--- config.mk ---
export PLATFORM = sky130hd
export DESIGN_NAME = irq_pin_qual
export DESIGN_NICKNAME = d
export VERILOG_FILES = /design/src/rtl/irq_qual_pkg.sv /design/src/rtl/irq_pin_sync.sv /design/src/rtl/irq_pin_qualifier.sv /design/src/rtl/irq_ack_latch.sv /design/src/rtl/irq_pin_qual.sv
export SDC_FILE = /design/constraint.sdc
export NUM_CORES = 1
export LEC_CHECK = 0
export BUFFER_PORTS_ARGS = -buffer_cell sky130_fd_sc_hd__buf_2
export CAP_MARGIN = 5
export CORE_MARGIN = 3
export CORE_UTILIZATION = 50
export CTS_CLUSTER_DIAMETER = 50
export DETAILED_ROUTE_END_ITERATION = 10
export PLACE_DENSITY = 0.7
export SLEW_MARGIN = 20
export SYNTH_ARGS = -nofsm -noshare
export SYNTH_HDL_FRONTEND = slang
export SYNTH_SLANG_ARGS = --single-unit
export TNS_END_PERCENT = 1
--- constraint.sdc ---
create_clock -name clk -period 4.2 [get_ports clk]
set_input_delay 0.21 -clock clk [delete_from_list [all_inputs] [get_ports clk]]
set_output_delay 0.21 -clock clk [all_outputs]
set_load 0.02 [all_outputs]
--- src/rtl/irq_qual_pkg.sv ---
// Package: shared constants and the control register layout for the
// interrupt pin qualifier. Assumes exactly four pins, with pin 2 and pin 3
// having the alternate roles.
package irq_qual_pkg;

    localparam int NUM_PINS = 4;
    localparam int PIN_REQ  = 2;
    localparam int PIN_ACK  = 3;
    localparam int CTRL_W   = 3;

    // Control register; bit order matches ctrl_wdata
    typedef struct packed {
        logic p3_ack;     // bit 2: pin 3 drives acknowledge
        logic p2_ext;     // bit 1: pin 2 is controller request
        logic async_en;   // bit 0: asynchronous qualification
    } ctrl_t;

endpackage

--- src/rtl/irq_pin_sync.sv ---
// Two-flop synchronizer bank. Both stages are brought out so that the
// caller can choose one or two stages of delay. Flops reset to 1 (asserted)
// so that a pin starts out unarmed and cannot fake a deasserted run.
module irq_pin_sync #(
    parameter int W = 4
) (
    input  logic         clk,
    input  logic         rst_n,
    input  logic [W-1:0] d,
    output logic [W-1:0] q1,
    output logic [W-1:0] q2
);

    // Purpose: shift pin levels through two flop stages
    always_ff @(posedge clk) begin
        if (!rst_n) begin
            q1 <= '1;
            q2 <= '1;
        end else begin
            q1 <= d;
            q2 <= q1;
        end
    end

endmodule

--- src/rtl/irq_pin_qualifier.sv ---
// One-pin qualifier. It counts consecutive low samples until the count
// reaches `need`, which arms the pin. It then counts consecutive high
// samples and emits a registered one-cycle pulse when that count reaches
// `need`. The pulse disarms the pin. Clearing `en` holds all state cleared.
// Assumes `need` is nonzero and fits in CNT_W bits.
module irq_pin_qualifier #(
    parameter int CNT_W = 2
) (
    input  logic             clk,
    input  logic             rst_n,
    input  logic             en,
    input  logic [CNT_W-1:0] need,
    input  logic             v,
    output logic             pulse
);

    localparam logic [CNT_W-1:0] CMAX = {CNT_W{1'b1}};

    logic [CNT_W-1:0] lo_cnt, hi_cnt;
    logic [CNT_W-1:0] lo_nx, hi_nx;
    logic             armed;

    // Purpose: saturating next values of the run counters
    always_comb begin
        lo_nx = (lo_cnt == CMAX) ? CMAX : lo_cnt + 1'b1;
        hi_nx = (hi_cnt == CMAX) ? CMAX : hi_cnt + 1'b1;
    end

    // Purpose: arm on the low run, fire and disarm on the high run
    always_ff @(posedge clk) begin
        if (!rst_n || !en) begin
            lo_cnt <= '0;
            hi_cnt <= '0;
            armed  <= 1'b0;
            pulse  <= 1'b0;
        end else if (!v) begin
            hi_cnt <= '0;
            pulse  <= 1'b0;
            lo_cnt <= lo_nx;
            if (lo_nx >= need) armed <= 1'b1;
        end else begin
            lo_cnt <= '0;
            pulse  <= 1'b0;
            if (armed) begin
                if (hi_nx >= need) begin
                    pulse  <= 1'b1;
                    armed  <= 1'b0;
                    hi_cnt <= '0;
                end else begin
                    hi_cnt <= hi_nx;
                end
            end
        end
    end

endmodule

--- src/rtl/irq_ack_latch.sv ---
// Acknowledge output stage for pin 3. It latches a value on a load strobe
// and holds it. The open-drain pull-low enable is active only while the
// acknowledge role is selected; otherwise the pin is released.
module irq_ack_latch (
    input  logic clk,
    input  logic rst_n,
    input  logic load,
    input  logic level,
    input  logic ack_mode,
    output logic pull_low
);

    logic ack_q;

    // Purpose: hold the acknowledge value between load strobes
    always_ff @(posedge clk) begin
        if (!rst_n)    ack_q <= 1'b0;
        else if (load) ack_q <= level;
    end

    // Purpose: drive low only in acknowledge role, else release
    always_comb pull_low = ack_mode & ack_q;

endmodule

--- src/rtl/irq_pin_qual.sv ---
// Top of the interrupt pin qualifier. It holds the control register and the
// reset strap, selects the one- or two-stage synchronized view of each pin
// and the minimum run length, runs one qualifier per pin, and routes the
// pin 2 and pin 3 roles. Assumes pins are level inputs with 1 = asserted.
module irq_pin_qual
    import irq_qual_pkg::*;
#(
    parameter int CNT_W     = 2,
    parameter int SYNC_MIN  = 1,
    parameter int ASYNC_MIN = 2
) (
    input  logic                clk,
    input  logic                rst_n,
    input  logic [NUM_PINS-1:0] pin_in,
    input  logic                ctrl_we,
    input  logic [CTRL_W-1:0]   ctrl_wdata,
    input  logic                ack_load,
    input  logic                ack_level,
    output logic [NUM_PINS-1:0] irq_pend,
    output logic                ext_req_pulse,
    output logic                p3_pull_low,
    output logic                local_num
);

    localparam logic [CNT_W-1:0] NEED_S = CNT_W'(SYNC_MIN);
    localparam logic [CNT_W-1:0] NEED_A = CNT_W'(ASYNC_MIN);

    ctrl_t               ctrl_q;
    logic [NUM_PINS-1:0] s1, s2, v;
    logic [NUM_PINS-1:0] qpulse;
    logic [CNT_W-1:0]    need;

    // Purpose: control register, cleared by reset
    always_ff @(posedge clk) begin
        if (!rst_n)       ctrl_q <= '0;
        else if (ctrl_we) ctrl_q <= ctrl_t'(ctrl_wdata);
    end

    // Purpose: sample the pin 0 strap while reset is held
    always_ff @(posedge clk) begin
        if (!rst_n) local_num <= ~pin_in[0];
    end

    irq_pin_sync #(.W(NUM_PINS)) u_sync (
        .clk   (clk),
        .rst_n (rst_n),
        .d     (pin_in),
        .q1    (s1),
        .q2    (s2)
    );

    // Purpose: pick the pin view and the minimum run length for the mode
    always_comb begin
        v    = ctrl_q.async_en ? s2 : s1;
        need = ctrl_q.async_en ? NEED_A : NEED_S;
    end

    for (genvar i = 0; i < NUM_PINS; i++) begin : g_pin
        logic en_i;
        if (i == PIN_ACK) begin : g_ackpin
            assign en_i = ~ctrl_q.p3_ack;
        end else begin : g_plain
            assign en_i = 1'b1;
        end

        irq_pin_qualifier #(.CNT_W(CNT_W)) u_qual (
            .clk   (clk),
            .rst_n (rst_n),
            .en    (en_i),
            .need  (need),
            .v     (v[i]),
            .pulse (qpulse[i])
        );

        if (i == PIN_REQ) begin : g_route_req
            assign irq_pend[i] = qpulse[i] & ~ctrl_q.p2_ext;
        end else begin : g_route_std
            assign irq_pend[i] = qpulse[i];
        end
    end

    assign ext_req_pulse = qpulse[PIN_REQ] & ctrl_q.p2_ext;

    irq_ack_latch u_ack (
        .clk      (clk),
        .rst_n    (rst_n),
        .load     (ack_load),
        .level    (ack_level),
        .ack_mode (ctrl_q.p3_ack),
        .pull_low (p3_pull_low)
    );

endmodule

==> results.toml <==
[setup_path]
required_ns = 4.44
crit_type = "flop to flop"
path_cells = "inv_1 -> ha_1 -> nor2b_1 -> o21ai_0 -> a2111oi_1"
worst_path_largest_cell_delay_ns = 0.57
end_kind = "flop"
worst-endpoint-arrival_ns = 2.38
cp_max_fo = 16
setup.worst_path.start_class = "flop"
slowest_stage = "dfxtp_1"

[power]
p_sw_share_pct = 24.79
power.internal_w = 0.0004933
clkPwrFrac_pct = 32.9
leakage_nw = 0.8580
p_seq_share_pct = 57.2
power-per-cell-area_nw_per_um2 = 343.9
power.total_w = 0.0006559
combinationalPowerShare_pct = 10.0
switchingPower_w = 0.0001626
ir_worst_vdd_mv = 0.2041

[final_layout]
multi_input_area_um2 = 892.1
fillers = 305
final_cell_mix = "36 x dfxtp_1, 18 x buf_2, 17 x nand2b_1"
diodes = 0
final_cell_count_no_fill = 242
finalInstanceArea_um2 = 1907
layout-drive-gt1-share_pct = 20.71
nNetsFinal = 225
seqCellArea_um2 = 750.7
final_common_cell = "dfxtp_1"
syn_to_final_growth_pct = 10.04

[grt]
grt_use_met3_pct = 4.159
grt_pass1_vias = 1282
use_met1_pct = 16.45
grt.total_usage_pct = 16.13
grt_overflow = 0
antenna_found_initial = 0
grt_start_max_net_pins = 25
grt_busiest_layer = "met2"
grt_first_pass_wirelength_um = 5209
use_met2_pct = 29.25

[clock_network]
cts_tree = "built"
clk_pin_slew_worst_paths_ns = 0.11
clk_latency_ns = 0.35
clock_path_buffers = 2
ctsHoldBuffers = 0
clock_tree.root_cell = "clkbuf_4"
cts-htree-levels = 2
cts_resized = 0
cts_made_buffers = 5
postCtsSetupBuffers = 0
cts_sinks = 37

[logic_synthesis]
synth-warning-count = 0
synth_nets = 206
synth-main-ff-cell = "dfxtp_1"
synth.distinct_cells = 34
synthArstFlopShare_pct = 0
syn_area_um2 = 1733
synth_top_cell_by_area = "dfxtp_1"
synthTopCellsByArea = "dfxtp_1 42%, ha_1 12%, nand2b_1 6.1%"
synth_top_area_share_pct = 41.59
synth_edf_count = 1
ys_seq_area_share_pct = 43.32
syn_avg_cell_area_um2 = 9.735
synth_seq_cells = 37
synth_cells = 178

[flow_run]
cap_violations = 0

[sta]
finalSetupViolCount = 0
post-route-period-util_pct = 50.96
worstMarginPinSlew_ns = 0.5935
layout_setup_ws_ns = 2.060
tns_ns = 0
period_needed_ns = 2.140
slew_headroom_pct = 60.39
hold_viol_final = 0
skew_ns = 0.005962
report.final.slew_viol_count = 0
rsz0062_at_grt = "no"
fmax_mhz = 467.2

[status]
outcome = "finished clean"

[die]
fp.dieArea_um2 = 4208
die_h_um = 64.87
io_pins = 19
start_util_pct = 54.53
rows = 20
die_w_um = 64.87
core_area_um2 = 3178

[placement]
gp_congestion = 0.6785
detailed_place_hpwl_um = 2192
place_ws_ns = 2.040
io_buffers = 18
place_inst = 234
dpl_cell_area_um2 = 1837

[routing]
dr.pass1.iters = 4
drc = 0
drt.antenna.violating_nets = 0
routed-via-count = 1265
vias_per_cell = 5.227
wire_per_inst_um = 11.93
drt_first_iter_violations = 51
wl_um = 2886

[min_path]
hold_class = "input port to flop"
[metrics by stage]
step                      utilization (%)  hold slack, ns
final                               60.00         0.03971
after global routing                60.00         0.02770
after CTS                           60.00         0.02883
after global placement              57.80          0.3955
after detailed placement            57.80          0.4012
after floorplan                         -          0.2830
[final cells by class]
type,count,area share (%)
Clock buffer,7,3.412
Clock inverter,1,0.2625
Timing Repair Buffer,18,4.724
Multi-Input combinational cell,122,46.78
Sequential cell,37,39.37
Tap cell,44,2.887
Inverter,13,2.559
[worst max-delay path, delay by kind of cell (launching register included)]
kind | cells | cell delay, ns
flops | 1 | 0.57
buf+inv | 1 | 0.39
compound gates | 2 | 0.47
fa+ha+maj | 1 | 0.39
simple gates | 1 | 0.21
[power groups by stage]
| stage | combinational (W) | clock, W | sequential [W] |
|---|---|---|---|
| after floorplan | 0.0000510 | 0 | 0.000380 |
| after global placement | 0.0000632 | 0 | 0.000382 |
| after detailed placement | 0.0000666 | 0 | 0.000383 |
| after CTS | 0.0000669 | 0.000223 | 0.000375 |
| after global routing | 0.0000763 | 0.000237 | 0.000377 |
| final | 0.0000654 | 0.000216 | 0.000375 |
[routing by layer]
layer  vias up  part of all wire, %
li1        650                    -
met1       596                   42
met2        12                   53
met3         7                  3.3
met4         0                  2.3
met5         -                    0
[registers in the layout, indices dropped and copies added (netlist names)]
signal               count
g_pin.u_qual.hi_cnt      8
g_pin.u_qual.lo_cnt      8
g_pin.u_qual.armed       4
g_pin.u_qual.pulse       4
u_sync.q1                4
u_sync.q2                4
ctrl_q                   3
local_num                1
u_ack.ack_q              1
[cell usage after synthesis (all sizes together), types with 3 or more instances]
library cell and n:
and3 3, mux2 3, nand2b 17, or2 8, buf 4, inv 13, a211oi 8, o21ai 3
nor2 9, mux2i 7, o22ai 3, nor2b 11, dfxtp 36, ha 16, a21oi 8, nand2 11
[cells by family after synthesis]
logic type / share of synthesized area, %
simple gates: 22.38
flops: 43.32
compound gates: 11.34
buf+inv: 5.198
fa+ha+maj: 11.55
mux: 6.209
[worst paths after layout]
check	endpoint	startpoint	slack (ns)	depth (start not counted)
hold / removal	u_sync.q1[1]$_SDFF_PN1_	pin_in[1]	0.04	2
hold reg to reg	u_sync.q2[3]$_SDFF_PN1_	u_sync.q1[3]$_SDFF_PN1_	0.45	1
setup / recovery	g_pin[3].u_qual.armed$_SDFFE_PN0P_	ctrl_q[0]$_SDFFE_PN0P_	2.06	5
setup reg to reg	g_pin[3].u_qual.armed$_SDFFE_PN0P_	ctrl_q[0]$_SDFFE_PN0P_	2.06	5
No activity file was read; power rests on OpenSTA's default activity.
